===== config.mk =====
export PLATFORM = sky130hd
export DESIGN_NAME = addr_cfg_decoder
export DESIGN_NICKNAME = d
export VERILOG_FILES = /design/src/rtl/acd_pkg.sv /design/src/rtl/acd_region_decode.sv /design/src/rtl/acd_ctrl_bits.sv /design/src/rtl/acd_vid_counter.sv /design/src/rtl/addr_cfg_decoder.sv
export SDC_FILE = /design/constraint.sdc
export NUM_CORES = 1
export LEC_CHECK = 0
export ABC_AREA = 0
export ABC_CLOCK_PERIOD_IN_PS = 1800
export BUFFER_PORTS_ARGS = -buffer_cell sky130_fd_sc_hd__buf_2
export CORE_UTILIZATION = 34
export DETAILED_ROUTE_END_ITERATION = 8
export PLACE_DENSITY = 0.56
export SLEW_MARGIN = 30
export SYNTH_ARGS = -nofsm -noshare
export SYNTH_HDL_FRONTEND = slang
export SYNTH_HIERARCHICAL = 1
export SYNTH_SLANG_ARGS = --single-unit

===== constraint.sdc =====
create_clock -name clk -period 1.8 [get_ports clk]
set_input_delay 0.09 -clock clk [delete_from_list [all_inputs] [get_ports clk]]
set_output_delay 0.09 -clock clk [all_outputs]
set_load 0.1 [all_outputs]

===== src/rtl/acd_pkg.sv =====
package acd_pkg;
    localparam int ADDR_W   = 16;
    localparam int OFS_W    = 7;
    localparam int NUM_CTRL = 8;
    localparam int IDX_W    = $clog2(NUM_CTRL);
    localparam int MODE_BIT = 7;
    localparam int VEC_REMAP_BIT = 14;
    localparam int ALIGN_W  = ADDR_W - OFS_W;

    localparam logic [ADDR_W-1:0] ROM_LO_BASE = 16'h8000;
    localparam logic [ADDR_W-1:0] ROM_HI_BASE = 16'hC000;
    localparam logic [ADDR_W-1:0] IO_BASE     = 16'hFF00;
    localparam logic [ADDR_W-1:0] CTRL_BASE   = 16'hFFC0;
    localparam logic [ADDR_W-1:0] CTRL_END    = CTRL_BASE + ADDR_W'(2 * NUM_CTRL);
    localparam logic [ADDR_W-1:0] VEC_BASE    = 16'hFFF2;

    typedef enum logic [2:0] {
        SEL_RAM    = 3'd0,
        SEL_ROM_LO = 3'd1,
        SEL_ROM_HI = 3'd2,
        SEL_IO     = 3'd3,
        SEL_CTRL   = 3'd6,
        SEL_NONE   = 3'd7
    } dev_sel_e;

    typedef enum logic {
        VS_HOLD = 1'b0,
        VS_SCAN = 1'b1
    } vid_state_e;
endpackage


===== src/rtl/acd_region_decode.sv =====
module acd_region_decode
    import acd_pkg::*;
(
    input  logic [ADDR_W-1:0] addr,
    input  logic              all_ram,
    output dev_sel_e          sel,
    output logic [ADDR_W-1:0] maddr,
    output logic              in_ctrl
);
    always_comb begin
        maddr   = addr;
        in_ctrl = 1'b0;
        if (addr >= VEC_BASE) begin
            sel = SEL_ROM_LO;
            maddr[VEC_REMAP_BIT] = 1'b0;
        end else if (addr >= CTRL_END) begin
            sel = SEL_NONE;
        end else if (addr >= CTRL_BASE) begin
            sel     = SEL_CTRL;
            in_ctrl = 1'b1;
        end else if (addr >= IO_BASE) begin
            sel = SEL_IO;
        end else if (addr < ROM_LO_BASE || all_ram) begin
            sel = SEL_RAM;
        end else if (addr < ROM_HI_BASE) begin
            sel = SEL_ROM_LO;
        end else begin
            sel = SEL_ROM_HI;
        end
    end
endmodule


===== src/rtl/acd_ctrl_bits.sv =====
module acd_ctrl_bits
    import acd_pkg::*;
#(
    parameter int N  = NUM_CTRL,
    parameter int IW = IDX_W
) (
    input  logic          clk,
    input  logic          rst_n,
    input  logic          hit,
    input  logic [IW-1:0] idx,
    input  logic          set_val,
    output logic [N-1:0]  bits_q
);
    for (genvar g = 0; g < N; g++) begin : g_bit
        always_ff @(posedge clk or negedge rst_n) begin
            if (!rst_n) begin
                bits_q[g] <= 1'b0;
            end else if (hit && idx == IW'(g)) begin
                bits_q[g] <= set_val;
            end
        end
    end
endmodule


===== src/rtl/acd_vid_counter.sv =====
module acd_vid_counter
    import acd_pkg::*;
#(
    parameter int AW = ADDR_W,
    parameter int OW = OFS_W
) (
    input  logic          clk,
    input  logic          rst_n,
    input  logic          start,
    input  logic          stop,
    input  logic          step,
    input  logic [OW-1:0] base_ofs,
    output logic [AW-1:0] addr_q,
    output logic          run
);
    localparam int LOW_W = AW - OW;

    vid_state_e state_q, state_d;

    always_comb begin
        state_d = state_q;
        unique case (state_q)
            VS_HOLD: if (start) state_d = VS_SCAN;
            VS_SCAN: begin
                if (start)     state_d = VS_SCAN;
                else if (stop) state_d = VS_HOLD;
            end
            default: state_d = VS_HOLD;
        endcase
    end

    always_ff @(posedge clk or negedge rst_n) begin
        if (!rst_n) state_q <= VS_HOLD;
        else        state_q <= state_d;
    end

    always_ff @(posedge clk or negedge rst_n) begin
        if (!rst_n) begin
            addr_q <= '0;
        end else if (start) begin
            addr_q <= {base_ofs, {LOW_W{1'b0}}};
        end else begin
            unique case (state_q)
                VS_HOLD: addr_q <= addr_q;
                VS_SCAN: if (step) addr_q <= addr_q + 1'b1;
                default: addr_q <= addr_q;
            endcase
        end
    end

    assign run = (state_q == VS_SCAN);
endmodule


===== src/rtl/addr_cfg_decoder.sv =====
module addr_cfg_decoder
    import acd_pkg::*;
(
    input  logic              clk,
    input  logic              rst_n,
    input  logic              bus_valid,
    input  logic [ADDR_W-1:0] bus_addr,
    output logic [2:0]        dev_sel,
    output logic [ADDR_W-1:0] mem_addr,
    input  logic              vid_start,
    input  logic              vid_stop,
    input  logic              vid_step,
    output logic [ADDR_W-1:0] vid_addr
);
    logic [NUM_CTRL-1:0] ctrl_q;
    logic                in_ctrl;
    logic                vid_run;
    dev_sel_e            sel;

    acd_region_decode u_dec (
        .addr    (bus_addr),
        .all_ram (ctrl_q[MODE_BIT]),
        .sel     (sel),
        .maddr   (mem_addr),
        .in_ctrl (in_ctrl)
    );

    acd_ctrl_bits #(.N(NUM_CTRL), .IW(IDX_W)) u_bits (
        .clk     (clk),
        .rst_n   (rst_n),
        .hit     (bus_valid && in_ctrl),
        .idx     (bus_addr[IDX_W:1]),
        .set_val (bus_addr[0]),
        .bits_q  (ctrl_q)
    );

    acd_vid_counter #(.AW(ADDR_W), .OW(OFS_W)) u_vid (
        .clk      (clk),
        .rst_n    (rst_n),
        .start    (vid_start),
        .stop     (vid_stop),
        .step     (vid_step),
        .base_ofs (ctrl_q[OFS_W-1:0]),
        .addr_q   (vid_addr),
        .run      (vid_run)
    );

    assign dev_sel = sel;
endmodule


* Word-level counts from Yosys, hierarchy flattened
Cells that the tools add are included.
** Operators by class
- Multiplexer cells :: 17
- Reductions and logical operators :: 12
- Eq/ne operators :: 9
- Multipliers :: 0
- Div/mod/pow operators :: 0
- Magnitude comparators :: 6
- Bitwise logic cells :: 1
- $add $sub $neg :: 1
- Shift operators :: 0
** Operators with widths (number)
- $ge 16x16->1 const B :: 4
- $mux 16 :: 3
- $lt 16x16->1 const B :: 2
- $add 16x1->16 const B :: 1
- $mux 3 :: 5
- $eq 3x3->1 const B :: 4
- $logic_and 1x1->1 :: 9
- $mux 1 :: 7
- $eq 3x2->1 const B :: 2
- $eq 3x1->1 const B :: 1
- $logic_not 3->1 :: 1
- $ne 3x3->1 const B :: 1
- $mux 2 :: 1
- $ne 2x2->1 const B :: 1
- $pmux 1 s2 :: 1
- $reduce_and 2->1 :: 1
- $logic_or 1x1->1 :: 1
- $not 1->1 :: 1
** Storage, ports and cells
- Output and inout port bits :: 35
- Memories :: 0
- Bits in latches :: 0
- Register bits after elaboration :: 25
- Word-level logic and storage cells :: 56
- Input port bits :: 22
- Bits in read-only memories :: 0
- Memory bits (writable) :: 0

* Longest topological paths before layout
Gate-level depths: netlist (run 1).
- Depth after elaboration :: 7
- Depth in mapped cells :: 7
- Mapped depth without buffers :: 6

* Modules after synthesis
Netlist (run 1), hierarchy kept.
** Modules (own cells, without submodules)
- acd_vid_counter :: area each 888.4 sq um, times used 1, cells each 91, seq. area each 425.4 sq um
- acd_ctrl_bits :: area each 386.6 sq um, times used 1, cells each 24, seq. area each 200.2 sq um
- acd_region_decode :: area each 212.7 sq um, times used 1, cells each 30, seq. area each 0.0 sq um
- addr_cfg_decoder :: area each 6.3 sq um, times used 1, cells each 1, seq. area each 0.0 sq um

* Least setup slack after synthesis (run 1)
No wires, ideal clock.
- Path type :: input -> output
- Start :: input bus_addr[2]
- End :: output dev_sel[2]
- Cell stages on the path :: 2
- Arrival time :: 2.804 ns
- Setup slack :: -1.094 ns
- Buffers on the path :: 0
- Required time :: 1.710 ns
- Cell sequence :: o311ai_0 -> nor3b_1
** Between the ends
- Longest elaborated chain between the ends :: 5
- Elaborated cells between the ends (all ways) :: 8
- Those cells by class :: 4 x order compare; 4 x mux
** RTL lines
- from (decl) :: line addr_cfg_decoder.sv:7 : input logic [ADDR_W-1:0] bus_addr,
- $ge 16x16->1 :: line acd_region_decode.sv:21 : end else if (addr >= IO_BASE) begin
- $mux 3 :: line acd_region_decode.sv:21
- $mux 3 :: line acd_region_decode.sv:18 : end else if (addr >= CTRL_BASE) begin
- $mux 3 :: line acd_region_decode.sv:16 : end else if (addr >= CTRL_END) begin
- $mux 3 (*) :: line acd_region_decode.sv:13 : if (addr >= VEC_BASE) begin
- to (decl) :: line addr_cfg_decoder.sv:8 : output logic [2:0] dev_sel,
Mark *: on every way between the ends. The rest lies on a longest branch, timed or not.

* Worst setup path in the final report (run 1)
- Start :: register u_vid.addr_q[0]
- End :: register u_vid.addr_q[12]
** Between the ends
- Longest elaborated chain between the ends :: 4
** RTL lines
- from (decl) :: line acd_vid_counter.sv:13 : output logic [AW-1:0] addr_q,
- from (signal assigned) :: line acd_vid_counter.sv:41 : addr_q <= {base_ofs, {LOW_W{1'b0}}};
- from (signal assigned) :: line acd_vid_counter.sv:44 : VS_HOLD: addr_q <= addr_q;
- from (signal assigned) :: line acd_vid_counter.sv:45 : VS_SCAN: if (step) addr_q <= addr_q + 1'b1;
- $add 16x1->16 :: line acd_vid_counter.sv:45
- $mux 16 :: line acd_vid_counter.sv:45
- $mux 16 :: line acd_vid_counter.sv:43 : unique case (state_q)
- $mux 16 :: line acd_vid_counter.sv:40 : end else if (start) begin
Every way passes these cells. The select of a mux whose other input is x is not followed.
A chain may end at the register's enable or synchronous reset.

==> out/qor.yml, run 1 <==
routing:
  firstDrtPassIters: 4
  num_vias: 1270
  drc: 0
  ant_nets: 0
  avgViaCountPerCell: 5.292
  wl_mm: 3.314
  wire_per_inst_um: 13.81
  first_iter_violations: 51
synthesis:
  synth_edf_count: 0
  yosys_warnings: 6
  ys_seq_area_share_pct: 41.88
  ys_types: 36
  syn_area_per_cell_sq_um: 10.23
  synth_cells: 146
  synthFlopType: "dfrtp_1"
  ys_top_cells_by_area: "dfrtp_1, buf_4, nand4_1"
  synth.top_cell.area_share_pct: 41.88
  syn-num-nets: 169
  ys_ff_latch: 25
  synthArstFlopShare_pct: 100.0
  yosysTopAreaCell: "dfrtp_1"
  syn-cell-area_sq_um: 1494
worst_setup_path:
  cp-start-kind: "register"
  path_max_fanout: 6
  cp_slowest_stage_delay_ns: 0.47
  arrival_ns: 1.80
  crit_slowest_cell: "dfrtp_4"
  endpoint_kind: "register"
  required_ns: 1.94
  critPathKind: "register to register"
  crit_chain: "ha_1, nand4_1, nor4_1, xnor2_1, o21ai_0"
layout:
  area_growth_syn_to_layout_pct: 24.20
  drive_above_1_share_pct: 47.89
  n_antenna_cell: 0
  finalInstanceArea_sq_um: 1856
  final_nets: 214
  final_core_util_pct: 45.09
  finalNonFillerCells: 240
  n_fill_cell: 397
sta:
  finalClockSkew_ns: 0.004178
  rsz0062_at_grt: "false"
  relSlewSlack_pct: 61.97
  hold_violations: 0
  finalMaxSlewViolations: 0
  fin_crit_sh_pct: 91.96
  max_clock_freq_mhz: 604.1
  final.min_clock_period_ns: 1.655
  setup_tns_ns: 0
  setup_violations: 0
  worst_slew_pin_slew_ns: 0.5633
worst_hold_path:
  hold_class: "input port to register"
cts:
  cts_root_buf: "clkbuf_8"
  cts_tree: "built"
  clk_pin_slew_ns: 0.09
  clk_path_buf_depth: 2
  h-tree-depth: 1
  post_cts_buffers: 0
  clock-sinks: 25
  clkLatencyLatePin_ns: 0.27
  cts_inserted_buffers: 3
power_and_ir_drop:
  p_comb_share_pct: 26.6
  cellPowerDensity_nw_per_um2: 679.7
  ir_drop_mv: 0.3426
  internal_power_uw: 791.1
  p_seq_share_pct: 46.5
  clkPwrFrac_pct: 26.9
  switching_share_pct: 37.27
  total_leakage_power_uw: 0.0008211
  switchingPower_uw: 470.1
placed_design:
  dpl.hpwl_mm: 2.406
  place_inst: 235
  portBuffers: 56
  routabilityCongestion: 0.7402
  placed_area_sq_um: 1800
die:
  start_util_pct: 36.30
  die_x_um: 68.29
  die_h_um: 68.29
  die-area_sq_um: 4663
  pin_count: 57
  core_area_sq_um: 4115
  row_count: 23
grt:
  antenna_found_initial: 0
  grt_remaining_overflow: 0
  grt_pass1_vias: 1167
  grt_max_degree: 26
  grt_pass1_wl_mm: 5.416
  track_usage_pct: 15.54
run:
  maxCapViolCount: 0
status:
  status: "finished, final reports clean"
-- critical path, delay by kind of cell, from the launching register on --
kind,cells,cell delay [ns]
and+or+nand+nor,2,0.58
DFF,1,0.47
adders and majority gates,1,0.21
xor gates and xnor gates,1,0.18
AOI/OAI and AO/OA,1,0.09
-- cells in the final DEF, fill, tap and decap left out, types with 6 or more instances in the layout --
cell / Yosys / routed
buf_2: 1 / 54
dfrtp_1: 25 / 11
nand4_1: 10 / 10
nand2_1: 10 / 10
nor2_1: 10 / 10
xnor2_1: 7 / 7
dfrtp_4: 0 / 7
dfrtp_2: 0 / 7
nand3_1: 6 / 6
xor2_1: 6 / 6
nor4_1: 6 / 6
-- cells in the mapped netlist (3+ instances only) --
library cell	number
dfrtp_1	25
buf_4	15
nand2_1	10
nand4_1	10
nor2_1	10
xnor2_1	7
nand3_1	6
nor4_1	6
xor2_1	6
mux2_2	5
o21ai_0	5
o31a_1	5
inv_1	4
and4bb_1	3
mux2_4	3
nand4b_1	3
-- kinds of logic after synthesis --
logic type | synth area share [%]
adder cells (fa/ha/maj) | 0.8374
buffers and inverters | 9.380
multiplexers | 7.453
XOR/XNOR | 7.621
AO/OA/AOI/OAI | 6.700
flip-flops | 41.88
AND/OR/NAND/NOR | 26.13
-- per-layer routing --
metal / part of all wire, % / wire (um) / track usage, % / up-vias
met3: 4.7 / 157 / 3.000 / 5
li1: - / - / - / 603
met5: 0 / 0 / 0 / -
met4: 1.8 / 59 / 6.771 / 0
met1: 46 / 1516 / 18.90 / 620
met2: 48 / 1579 / 26.35 / 42
-- final timing paths --
path	start	endpoint	slack, ns	cells after the start
max	u_vid/addr_q[0]	u_vid/addr_q[12]	0.14	5
min	vid_stop	u_vid/run	0.09	3
max reg2reg	u_vid/addr_q[0]	u_vid/addr_q[12]	0.14	5
min reg2reg	u_bits/bits_q[5]	u_vid/addr_q[14]	0.49	2
max in group asynchronous	rst_n	u_vid/addr_q[2]	1.05	2
min in group asynchronous	rst_n	u_vid/addr_q[3]	0.34	2
-- per-stage QoR --
step           setup slack [ns]  hold WS, ns  total power (uW)
2_1_floorplan           -0.1060      -0.2056             868.3
3_3_place_gp             0.1543       0.1187             930.7
3_5_place_dp            0.09229       0.1191             933.7
4_1_cts                  0.1815      0.08893              1276
5_1_grt                 0.03307      0.08378              1315
6_report                 0.1448      0.08945              1261
-- flip-flops by register name (all words and copies together), names as in the netlist --
name and flops:
u_vid/addr_q 16, u_vid/run 1, u_bits/bits_q 8
-- cell type report --
| class | count | area (sq um) | area share, % |
|---|---|---|---|
| repair buffers | 58 | 327.8 | 17.67 |
| well taps | 50 | 62.56 | 3.372 |
| flip-flops and latches | 25 | 660.6 | 35.60 |
| multi-input cells | 99 | 744.5 | 40.12 |
| clock buffers | 4 | 45.04 | 2.428 |
| inverters | 4 | 15.01 | 0.8092 |
-- power groups by stage --
| stage | sequential [uW] | combinational, uW | clock [uW] |
|---|---|---|---|
| after floorplan | 648 | 220 | 0 |
| after global placement | 598 | 333 | 0 |
| after detailed placement | 598 | 336 | 0 |
| after CTS | 586 | 338 | 352 |
| after global routing | 588 | 349 | 378 |
| final | 586 | 335 | 339 |
-- what timing repair did --
item	4_1_cts	5_1_grt
endpoints found under the hold margin	25	0
hold buffers	1	0
gates resized for setup	0	0
Note: power is estimated with default switching activity, not from simulation.
==> inputs of run 2 (changes only) <==
--- a/config.mk
+++ b/config.mk
@@ -10,7 +10,7 @@
 export BUFFER_PORTS_ARGS = -buffer_cell sky130_fd_sc_hd__buf_2
 export CORE_UTILIZATION = 34
 export DETAILED_ROUTE_END_ITERATION = 8
-export PLACE_DENSITY = 0.56
+export PLACE_DENSITY_LB_ADDON = 0.3
 export SLEW_MARGIN = 30
 export SYNTH_ARGS = -nofsm -noshare
 export SYNTH_HDL_FRONTEND = slang
==> run 2 against run 1 <==
Effect of this change:
- sequential share of layout area shrank 0.57 points
- clock-buffer cell count is the same
- combinational power grew 2%
- first-iteration DRC count grew 24%
- setup slack gained 0.0022 ns
- worst hold slack gained 0.0024 ns
- die area is the same
- wire length shrank 4.9%
- critical path depth is the same
- via count shrank 5.3%
- critical path type unchanged
- critical endpoint is now u_vid/addr_q[14]
==> out/qor.yml, run 2 (same netlist as run 1, synthesis figures left out) <==
status:
  status: "finished, final reports clean"
routing:
  num_vias: 1203
  wire_per_inst_um: 13.02
  wl_mm: 3.151
  drc: 0
  avgViaCountPerCell: 4.971
  ant_nets: 0
  firstDrtPassIters: 4
  first_iter_violations: 63
worst_setup_path:
  crit_family: "simple AND/OR/NAND/NOR gates"
  endpoint_kind: "register"
  critPathKind: "register to register"
  cp_num_buf_inv: 0
  cp-start-kind: "register"
  r2r_cells: 5
  arrival_ns: 1.78
  cp_slowest_stage_delay_ns: 0.47
  crit_cells: 5
  crit_slowest_cell: "dfrtp_4"
  crit_chain: "ha_1, nand4_1, nor4_1, xnor2_1, o21ai_0"
  required_ns: 1.93
  path_max_fanout: 6
layout:
  final_core_util_pct: 45.82
  layout_common_cells: "buf_2, dfrtp_1, nand4_1, nand2_1, nor2_1"
  largest_register: "u_vid/addr_q"
  final_nets: 216
  finalInstanceArea_sq_um: 1886
  n_antenna_cell: 0
  final_common_cell: "buf_2"
  area_growth_syn_to_layout_pct: 26.21
  largest_reg_flops: 16
  drive_above_1_share_pct: 48.44
sta:
  relSlewSlack_pct: 63.04
  worst_slew_pin_slew_ns: 0.5544
  setup_violations: 0
  rsz0062_at_grt: "false"
  setup_tns_ns: 0
  hold_violations: 0
  finalClockSkew_ns: 0.006931
  timing.hold.ws_ns: 0.09187
  max_clock_freq_mhz: 604.9
  finalMaxSlewViolations: 0
  final.min_clock_period_ns: 1.653
  fin_crit_sh_pct: 91.84
die:
  row_count: 23
  die_x_um: 68.29
  start_util_pct: 36.30
  die_h_um: 68.29
  pin_count: 57
  die-area_sq_um: 4663
  core_area_sq_um: 4115
cts:
  cts_resized: 0
  cts_tree: "built"
  cts_inserted_buffers: 3
  clkLatencyLatePin_ns: 0.27
  cts-hold-fix-buffers: 1
  cts_root_buf: "clkbuf_8"
  post_cts_buffers: 0
  clk_path_buf_depth: 2
  clk_pin_slew_ns: 0.09
  clock-sinks: 25
  h-tree-depth: 1
placed_design:
  placed_area_sq_um: 1831
  portBuffers: 56
  dpl.hpwl_mm: 2.319
  routabilityCongestion: 0.6874
worst_hold_path:
  min_path_cells: 3
  hold_class: "input port to register"
power_and_ir_drop:
  total_leakage_power_uw: 0.0008364
  ir_drop_mv: 0.4213
  p_total_uw: 1252
  cellPowerDensity_nw_per_um2: 664.1
grt:
  track_usage_pct: 14.43
  grt_max_degree: 26
  grt_remaining_overflow: 0
  antenna_found_initial: 0
  grt_pass1_vias: 1092
  grt_pass1_wl_mm: 4.995
run:
  maxCapViolCount: 0
-- run 2: changes by cell type in the layout (fill, tap and decap cells not counted) --
cell | previous run | this run
buf_12 | 2 | 3
buf_2 | 54 | 53
buf_4 | 1 | 3
-- run 2: stage by stage --
step	setup WS, ns	instances
floorplan	-0.1060	146
global placement	0.1327	237
detailed placement	0.09172	237
CTS	0.1637	242
global route	0.05414	242
finish	0.1470	242
-- run 2: layout make-up --
type / instances / area (sq um)
fill: 408 / 2230
multi-input combinational: 99 / 744.5
sequential: 25 / 660.6
timing repair buffer: 60 / 357.8
tap: 50 / 62.56
clock buffer: 4 / 45.04
inverter: 4 / 15.01
-- run 2: worst reg2reg max path: stages, from the launching register on --
cell     delay [ns]
dfrtp_4        0.47
ha_1           0.20
nand4_1        0.18
nor4_1         0.40
xnor2_1        0.17
o21ai_0        0.09
-- run 2: routing by layer --
| metal | vias up | wire length, um | track usage (%) | share of wire (%) |
|---|---|---|---|---|
| li1 | 609 | - | - | - |
| met3 | 2 | 142 | 3.500 | 4.5 |
| met5 | - | 0 | 0 | 0 |
| met1 | 560 | 1455 | 17.74 | 46 |
| met4 | 0 | 15 | 3.125 | 0.48 |
| met2 | 32 | 1537 | 25.25 | 49 |
-- run 2: power breakdown --
part,switching [uW],internal [uW]
Sequential,14.2,572
Combinational,275,66.0
Clock,167,158
Total,456,796
-- run 2: path summary, 6_finish.rpt --
kind                             startpoint               end  slack [ns]
max                         u_vid/addr_q[0]  u_vid/addr_q[14]        0.15
min                                vid_stop         u_vid/run        0.09
max reg2reg                 u_vid/addr_q[0]  u_vid/addr_q[14]        0.15
min reg2reg                u_bits/bits_q[5]  u_vid/addr_q[14]        0.48
max in group asynchronous             rst_n   u_vid/addr_q[4]        1.05
min in group asynchronous             rst_n         u_vid/run        0.33
